### config.mk
export PLATFORM = sky130hd
export DESIGN_NAME = ocu16_compare
export DESIGN_NICKNAME = d
export VERILOG_FILES = /design/src/rtl/ocu_pkg.sv /design/src/rtl/ocu_bus_port.sv /design/src/rtl/ocu_cmp_store.sv /design/src/rtl/ocu_match_det.sv /design/src/rtl/ocu_wave_pin.sv /design/src/rtl/ocu16_compare.sv
export SDC_FILE = /design/constraint.sdc
export NUM_CORES = 1
export LEC_CHECK = 0
export ABC_AREA = 1
export BUFFER_PORTS_ARGS = -buffer_cell sky130_fd_sc_hd__buf_2
export CELL_PAD_IN_SITES_DETAIL_PLACEMENT = 2
export CELL_PAD_IN_SITES_GLOBAL_PLACEMENT = 2
export CORE_ASPECT_RATIO = 0.6
export CORE_MARGIN = 5
export CORE_UTILIZATION = 27
export CTS_CLUSTER_DIAMETER = 100
export DETAILED_ROUTE_END_ITERATION = 10
export PLACE_DENSITY_LB_ADDON = 0.08
export RECOVER_POWER = 100
export SKIP_LAST_GASP = 1
export SYNTH_ARGS = -nofsm -noshare
export SYNTH_HDL_FRONTEND = slang
export SYNTH_SLANG_ARGS = --single-unit
### constraint.sdc
create_clock -name clk -period 1.2 [get_ports clk]
set_input_delay 0.3 -clock clk [delete_from_list [all_inputs] [get_ports clk]]
set_output_delay 0.3 -clock clk [all_outputs]
set_load 0.005 [all_outputs]
### src/rtl/ocu_pkg.sv
package ocu_pkg;
  typedef enum logic [1:0] {
    PIN_KEEP   = 2'b00,
    PIN_TOGGLE = 2'b01,
    PIN_CLEAR  = 2'b10,
    PIN_SET    = 2'b11
  } pin_act_e;

  localparam int REG_LO  = 0;
  localparam int REG_HI  = 1;
  localparam int REG_CTL = 2;

  localparam int CTL_CLR_BIT   = 0;
  localparam int CTL_FORCE_BIT = 1;
endpackage

### src/rtl/ocu_bus_port.sv
module ocu_bus_port #(
  parameter int BUS_W  = 8,
  parameter int ADDR_W = 2,
  localparam int WIDE_W = 2 * BUS_W
) (
  input  logic              clk,
  input  logic              rst,
  input  logic              bus_we,
  input  logic [ADDR_W-1:0] bus_addr,
  input  logic [BUS_W-1:0]  bus_wdata,
  output logic              wide_we,
  output logic [WIDE_W-1:0] wide_data,
  output logic              clr_req,
  output logic              force_req
);
  import ocu_pkg::*;

  logic [BUS_W-1:0] hold_q;
  logic             hi_we;
  logic             ctl_we;

  assign hi_we     = bus_we && (bus_addr == ADDR_W'(REG_HI));
  assign ctl_we    = bus_we && (bus_addr == ADDR_W'(REG_CTL));
  assign wide_we   = bus_we && (bus_addr == ADDR_W'(REG_LO));
  assign wide_data = {hold_q, bus_wdata};
  assign clr_req   = ctl_we && bus_wdata[CTL_CLR_BIT];
  assign force_req = ctl_we && bus_wdata[CTL_FORCE_BIT];

  always_ff @(posedge clk) begin
    if (rst)        hold_q <= '0;
    else if (hi_we) hold_q <= bus_wdata;
  end

  // the holding byte changes only on a high-byte write
  assert_hold_only_hi_R2: assert property (@(posedge clk) disable iff (rst)
    !hi_we |=> $stable(hold_q));
endmodule

### src/rtl/ocu_cmp_store.sv
module ocu_cmp_store #(
  parameter int W = 16
) (
  input  logic         clk,
  input  logic         rst,
  input  logic         pwm_mode,
  input  logic         wr_en,
  input  logic [W-1:0] wr_data,
  input  logic         tick,
  input  logic         commit_pt,
  output logic [W-1:0] cmp_q,
  output logic [W-1:0] buf_q
);
  logic commit;

  assign commit = pwm_mode && tick && commit_pt;

  always_ff @(posedge clk) begin
    if (rst) begin
      buf_q <= '0;
      cmp_q <= '0;
    end else begin
      if (wr_en && pwm_mode) buf_q <= wr_data;
      if (wr_en && !pwm_mode) cmp_q <= wr_data;
      else if (commit)        cmp_q <= buf_q;
    end
  end

  // the compare register moves only by a direct write or a boundary copy
  assert_cmp_hold_R4: assert property (@(posedge clk) disable iff (rst)
    !(wr_en && !pwm_mode) && !commit |=> $stable(cmp_q));
  // without a tick the buffer is never copied
  assert_no_copy_idle_R10: assert property (@(posedge clk) disable iff (rst)
    !tick && !wr_en |=> $stable(cmp_q));
endmodule

### src/rtl/ocu_match_det.sv
module ocu_match_det #(
  parameter int W = 16
) (
  input  logic         clk,
  input  logic         rst,
  input  logic         tick,
  input  logic [W-1:0] count,
  input  logic [W-1:0] cmp,
  input  logic         cnt_wr,
  input  logic         flag_clr,
  output logic         match_ev,
  output logic         flag_q
);
  logic blk_q;

  assign match_ev = tick && (count == cmp) && !blk_q;

  always_ff @(posedge clk) begin
    if (rst) begin
      blk_q  <= 1'b0;
      flag_q <= 1'b0;
    end else begin
      if (cnt_wr)    blk_q <= 1'b1;
      else if (tick) blk_q <= 1'b0;
      if (match_ev)      flag_q <= 1'b1;
      else if (flag_clr) flag_q <= 1'b0;
    end
  end

  // the flag can only rise after a tick cycle
  assert_flag_on_tick_R10: assert property (@(posedge clk) disable iff (rst)
    $rose(flag_q) |-> $past(tick));
  // a pending block hides the next tick's match
  assert_block_hides_R8: assert property (@(posedge clk) disable iff (rst)
    blk_q && tick |=> !$rose(flag_q));
  // the flag is sticky until cleared
  assert_flag_sticky_R9: assert property (@(posedge clk) disable iff (rst)
    flag_q && !flag_clr |=> flag_q);
endmodule

### src/rtl/ocu_wave_pin.sv
module ocu_wave_pin (
  input  logic       clk,
  input  logic       rst,
  input  logic       evt,
  input  logic [1:0] com_mode,
  output logic       pin_q
);
  import ocu_pkg::*;

  pin_act_e act;
  logic     pin_d;

  assign act = pin_act_e'(com_mode);

  always_comb begin
    pin_d = pin_q;
    if (evt) begin
      case (act)
        PIN_TOGGLE: pin_d = ~pin_q;
        PIN_CLEAR:  pin_d = 1'b0;
        PIN_SET:    pin_d = 1'b1;
        default:    pin_d = pin_q;
      endcase
    end
  end

  always_ff @(posedge clk) begin
    if (rst) pin_q <= 1'b0;
    else     pin_q <= pin_d;
  end

  // no event or keep action leaves the pin alone
  assert_pin_keep_R6: assert property (@(posedge clk) disable iff (rst)
    !evt || (com_mode == 2'b00) |=> $stable(pin_q));
  // the set action drives the pin high
  assert_pin_set_R6: assert property (@(posedge clk) disable iff (rst)
    evt && (com_mode == 2'b11) |=> pin_q);
endmodule

### src/rtl/ocu16_compare.sv
module ocu16_compare #(
  parameter int BUS_W  = 8,
  parameter int ADDR_W = 2,
  localparam int CNT_W = 2 * BUS_W
) (
  input  logic              clk,
  input  logic              rst,
  input  logic              bus_we,
  input  logic [ADDR_W-1:0] bus_addr,
  input  logic [BUS_W-1:0]  bus_wdata,
  output logic [BUS_W-1:0]  bus_rdata,
  input  logic              pwm_mode,
  input  logic              commit_top,
  input  logic [CNT_W-1:0]  count,
  input  logic              tick,
  input  logic              at_top,
  input  logic              at_bottom,
  input  logic              cnt_wr,
  input  logic [1:0]        com_mode,
  output logic              oc_pin,
  output logic              cmp_flag
);
  import ocu_pkg::*;

  logic             wide_we;
  logic [CNT_W-1:0] wide_data;
  logic             clr_req;
  logic             force_req;
  logic [CNT_W-1:0] cmp_val;
  logic [CNT_W-1:0] buf_val;
  logic [CNT_W-1:0] visible;
  logic             commit_pt;
  logic             match_ev;
  logic             force_ev;
  logic             pin_evt;

  ocu_bus_port #(.BUS_W(BUS_W), .ADDR_W(ADDR_W)) u_bus (
    .clk(clk), .rst(rst), .bus_we(bus_we), .bus_addr(bus_addr),
    .bus_wdata(bus_wdata), .wide_we(wide_we), .wide_data(wide_data),
    .clr_req(clr_req), .force_req(force_req)
  );

  assign commit_pt = commit_top ? at_top : at_bottom;

  ocu_cmp_store #(.W(CNT_W)) u_store (
    .clk(clk), .rst(rst), .pwm_mode(pwm_mode), .wr_en(wide_we),
    .wr_data(wide_data), .tick(tick), .commit_pt(commit_pt),
    .cmp_q(cmp_val), .buf_q(buf_val)
  );

  ocu_match_det #(.W(CNT_W)) u_match (
    .clk(clk), .rst(rst), .tick(tick), .count(count), .cmp(cmp_val),
    .cnt_wr(cnt_wr), .flag_clr(clr_req), .match_ev(match_ev),
    .flag_q(cmp_flag)
  );

  assign force_ev = force_req && !pwm_mode;
  assign pin_evt  = match_ev || force_ev;

  ocu_wave_pin u_pin (
    .clk(clk), .rst(rst), .evt(pin_evt), .com_mode(com_mode), .pin_q(oc_pin)
  );

  assign visible = pwm_mode ? buf_val : cmp_val;

  always_ff @(posedge clk) begin
    if (rst) begin
      bus_rdata <= '0;
    end else begin
      case (int'(bus_addr))
        REG_LO:  bus_rdata <= visible[BUS_W-1:0];
        REG_HI:  bus_rdata <= visible[CNT_W-1:BUS_W];
        REG_CTL: bus_rdata <= {{(BUS_W-1){1'b0}}, cmp_flag};
        default: bus_rdata <= '0;
      endcase
    end
  end

  // a force write in PWM mode without a match leaves the pin alone
  assert_force_ignored_R7: assert property (@(posedge clk) disable iff (rst)
    force_req && pwm_mode && !match_ev |=> $stable(oc_pin));
  // a force never sets the flag on its own
  assert_force_no_flag_R7: assert property (@(posedge clk) disable iff (rst)
    force_ev && !match_ev && !cmp_flag |=> !cmp_flag);
endmodule

Word level (Yosys, flattened, before mapping)
Index checks and enable logic that the tools add are counted.
- logic and storage cells: 45
- output and inout bits: 10
- register bits: 51
- input port bits: 37
- muxes and demuxes: 10
- reduce and logical (&&, ||, !) cells: 21
- bitwise operators: 1
- eq/ne operators: 6
- operators by type and width (operator ; number):
    16-bit two-way mux ; 3
    8-bit case mux with 3 select lines ; 1
    16-bit == test ; 1
    1-bit logical AND ; 12
    2-bit == test (second input constant) ; 3
    2-bit nonzero test ; 3
    1-bit two-way mux ; 5
    2-bit by 1-bit == test with 1-bit output (second input constant) ; 2
    1-bit case mux with 3 select lines ; 1
    3-bit nonzero test ; 1
    1-bit logical NOT ; 2
    2-bit logical NOT ; 1
    2-bit AND reduction ; 1
    1-bit logical OR ; 1
    1-bit NOT ; 1

Longest topological paths before layout
- depth after elaboration: 6
- mapped depth: 11

By module
From an unflattened synthesis, not the netlist that was laid out.
- cells, all modules: 493
- area, all modules: 3027.9 um2
- by module, submodules not included (module ; cells each ; area each (um2) ; sequential area each (um2) ; times used):
    ocu_cmp_store ; 229 ; 1478.9 ; 640.6 ; 1
    ocu16_compare ; 83 ; 574.3 ; 160.2 ; 1
    ocu_match_det ; 104 ; 480.5 ; 40.0 ; 1
    ocu_bus_port ; 68 ; 441.7 ; 160.2 ; 1
    ocu_wave_pin ; 9 ; 52.6 ; 20.0 ; 1

Least setup slack after synthesis
OpenSTA, ideal clock, no wires.
- kind: input to register
- from: input bus_addr[1]
- to: register u_store.cmp_q[2]
- arrival time: 1.029 ns
- stages on the path: 7
- setup slack: 0.039 ns
- setup time: 0.132 ns
- required time: 1.068 ns
- path through: nor2_4 nand3_4 nand2_2 inv_2 buf_4 nand2_1 a21oi_1
- cells in the longest elaborated chain, start to end: 4
- elaborated cells between the ends (all ways): 5
- classes of those cells: mux: 1; reduce/logical: 4
- RTL lines (element ; line ; text):
    start, declared ; ocu16_compare.sv:9 ; input logic [ADDR_W-1:0] bus_addr,
    2-bit logical NOT (*) ; ocu_bus_port.sv:24 ; assign wide_we = bus_we && (bus_addr == ADDR_W'(REG_LO));
    1-bit logical AND (*) ; ocu_bus_port.sv:24 ;
    1-bit logical AND (*) ; ocu_cmp_store.sv:24 ; if (wr_en && !pwm_mode) cmp_q <= wr_data;
    16-bit two-way mux / 2-bit nonzero test (equally long branches) ; -- ;
    end signal, assigned ; ocu_cmp_store.sv:24 ;
    end signal, assigned ; ocu_cmp_store.sv:25 ; else if (commit) cmp_q <= buf_q;
    end, declared ; ocu_cmp_store.sv:11 ; output logic [W-1:0] cmp_q,
Every way passes the cells marked *; elsewhere a longest branch is shown, timed or not.
A chain may end at the register's enable or synchronous reset.

Worst setup path after layout
- from: register u_store.cmp_q[3]
- to: register u_pin.pin_q
- cells in the longest elaborated chain, start to end: 5
- RTL lines (element ; line ; text):
    16-bit == test ; ocu_match_det.sv:16 ; assign match_ev = tick && (count == cmp) && !blk_q;
    1-bit logical AND (2 in series) ; ocu_match_det.sv:16 ;
    1-bit logical OR ; ocu16_compare.sv:58 ; assign pin_evt = match_ev || force_ev;
    2-bit AND reduction (no line) ; -- ;
    end signal, assigned ; ocu_wave_pin.sv:29 ; else pin_q <= pin_d;
    end, declared ; ocu_wave_pin.sv:6 ; output logic pin_q
Every way passes these cells.

==> impl_metrics.py <==
metrics = {
    "sta": {
        "fin_skew_ns": 0.00454,
        "period_share": 1.07,
        "rsz0062_at_grt": "yes",
        "whs_ns": 0.214,
        "clock.fmax_mhz": 782,
        "final_max_slew_viol_count": 0,
        "tns_ns": -0.156,
        "setup_ws_ns": -0.0786,
        "period_needed_ns": 1.28,
        "worstMarginPinSlew_ns": 0.335,
        "hold_viol": 0,
        "setup_viol": 5,
        "relSlewSlack": 0.777,
    },
    "logic_synthesis": {
        "ys_async_sr_fraction": 0,
        "ys.warnings.count": 0,
        "synth_top_area_cell": "dfxtp_1",
        "ys.flop_type": "dfxtp_1",
        "synth.area.top_cells": "dfxtp_1, nand2_1, a21oi_1",
        "synthDistinctLibCells": 23,
        "synth_common_cells": "nand2_1, a21oi_1, dfxtp_1",
        "synth_edf_count": 0,
        "syn_inst": 362,
        "ys_seq_area_frac": 0.410,
        "synth_top_cell_area_share": 0.410,
        "synthesis.nets": 399,
        "syn-mean-instance-area_um2": 6.89,
        "ys_seq_elements": 51,
        "yosysMostFrequentCell": "nand2_1",
        "syn_area_um2": 2490,
    },
    "floorplanning": {
        "die_w_um": 134,
        "io_pins": 47,
        "rows": 27,
        "die-area_um2": 11300,
        "start_util": 0.274,
        "die_height_um": 84.4,
        "core_um2": 9090,
    },
    "routing": {
        "via_per_inst": 4.82,
        "drt-pass1-iter-count": 4,
        "avgRoutedWirePerCell_um": 17.9,
        "drc": 0,
        "drt_iter0_markers": 74,
        "num_vias": 2697,
        "ant_nets": 0,
        "finalWirelength_um": 10000,
    },
    "cells_and_area": {
        "final_cells": 560,
        "stdcell_area_um2": 3310,
        "drive_gt1_frac": 0.275,
        "layout.nets": 480,
        "utilization": 0.364,
        "syn_to_final_growth_pct": 32.8,
        "diodes": 0,
    },
    "critical_path": {
        "setup.worst_path.class": "reg2reg",
        "cp-end-kind": "flip-flop",
        "ff2ff_setup_slack_ns": -0.08,
        "critPathLaunchType": "flip-flop",
        "required_ns": 1.38,
        "worstPathArrival_ns": 1.46,
        "critPathMaxFanout": 2,
    },
    "placement": {
        "dpl_cell_area_um2": 3100,
        "place_ws_ns": -0.306,
        "dp_cells": 546,
        "hpwl_um": 7590,
        "gp_congestion": 0.815,
        "port_buffers": 46,
    },
    "power": {
        "p_leak_nw": 1.43,
        "finalPower_mw": 3.86,
        "irDropWorstVdd_mv": 0.494,
        "powerDensity_nw_per_um2": 1160,
    },
    "clock_network": {
        "cts_tree": "done",
        "clock_sinks": 51,
        "numCtsBuffers": 5,
        "cts_root_buf": "clkbuf_16",
        "clk_pin_slew_worst_paths_ns": 0.07,
        "clockBufferDepth": 2,
        "postCtsHoldBufs": 0,
        "clk_latency_ns": 0.30,
        "htreeDepth": 2,
    },
    "global_route": {
        "grt_pass1_wl_um": 15400,
        "grt_max_degree": 31,
        "grtUsageMet3": 0.0341,
        "grt_use_met1": 0.264,
        "grt_use_met2": 0.257,
        "track_usage": 0.175,
        "grt-busiest-layer": "met1",
        "overflow": 0,
        "grt_pass1_vias": 2832,
        "antenna_found_initial": 0,
    },
    "outcome": {
        "violations": "negative setup slack",
        "outcome": "finished with violations",
    },
    "run": {
        "cap_violations": 0,
    },
    "worst_hold_path": {
        "hold_class": "in2reg",
    },
}
-- critical path: stages, from the launching register on --
cell and delay, ns:
dfxtp_1 0.33, inv_1 0.06, nand2_1 0.05, nand2_1 0.05, inv_1 0.05, nand3_1 0.11, nor2_2 0.16, nand3_2 0.10
nand2_2 0.09, nand2_2 0.06, nand2_2 0.05, a21oi_2 0.04
-- report_power, final --
part	internal [mW]	switching (mW)	total [mW]
clock	0.784	0.706	1.49
sequential	1.75	0.0383	1.79
combinational	0.230	0.346	0.576
-- final timing paths --
path / to / startpoint / cells after the start
worst max register to register: u_pin.pin_q / u_store.cmp_q[3] / 11
worst min register to register: u_pin.pin_q / u_pin.pin_q / 2
worst max-delay path: u_pin.pin_q / u_store.cmp_q[3] / 11
worst min-delay path: u_match.blk_q / cnt_wr / 3
-- metal layers --
layer / wire length, um / vias up
met1: 5400 / 1296
met2: 4060 / 50
met4: 111 / 0
met5: 0 / -
met3: 460 / 10
li1: - / 1341
-- cells in the final DEF (no fill, tap or decap) --
master     count
dfxtp_1       43
nor2_1         9
o211ai_1      11
o21ai_1       31
a21oi_1       52
xnor2_1        3
clkbuf_4       2
inv_1         48
nand2_2        5
inv_2          4
o2111ai_4      1
nand3_1       16
nand2_1       80
or2_2          2
a21oi_2        2
clkbuf_1       9
o21ai_0       19
nor2_2         4
buf_6          1
clkbuf_2       2
dfxtp_4        2
inv_4          1
o21ai_2        1
buf_12         2
dfxtp_2        6
a31oi_1        1
buf_4         37
nand3_2        4
buf_2         39
clkbuf_16      5
clkinv_4       2
-- cells by family (layout without fill, tap and decap cells) --
family / Yosys count / count (layout) / synth area share
compound gates: 118 / 118 / 0.257
buf+inv: 71 / 152 / 0.121
flops: 51 / 51 / 0.410
simple gates: 119 / 120 / 0.202
xor+xnor: 3 / 3 / 0.0105
-- final cells by class --
type | instances | area, um2
clock buffer | 6 | 129
clock inverter | 2 | 17.5
fill | 1105 | 5780
inverter | 53 | 201
multi-input combinational | 241 | 1200
sequential | 51 | 1040
tap | 116 | 145
timing repair buffer | 91 | 579
-- flip-flops by register name (all words and copies together) (netlist names) --
register and count:
bus_rdata 8, u_bus.hold_q 8, u_match.blk_q 1, u_match.flag_q 1
u_pin.pin_q 1, u_store.buf_q 16, u_store.cmp_q 16
-- repair_timing --
item / in CTS / in global routing
pin swaps: 3 / 9
endpoints found under the setup margin: 2 / 3
gates cloned: 0 / 1
setup buffers: 1 / 4
gates resized for setup: 14 / 11
Note: power is estimated with default switching activity, not from simulation.
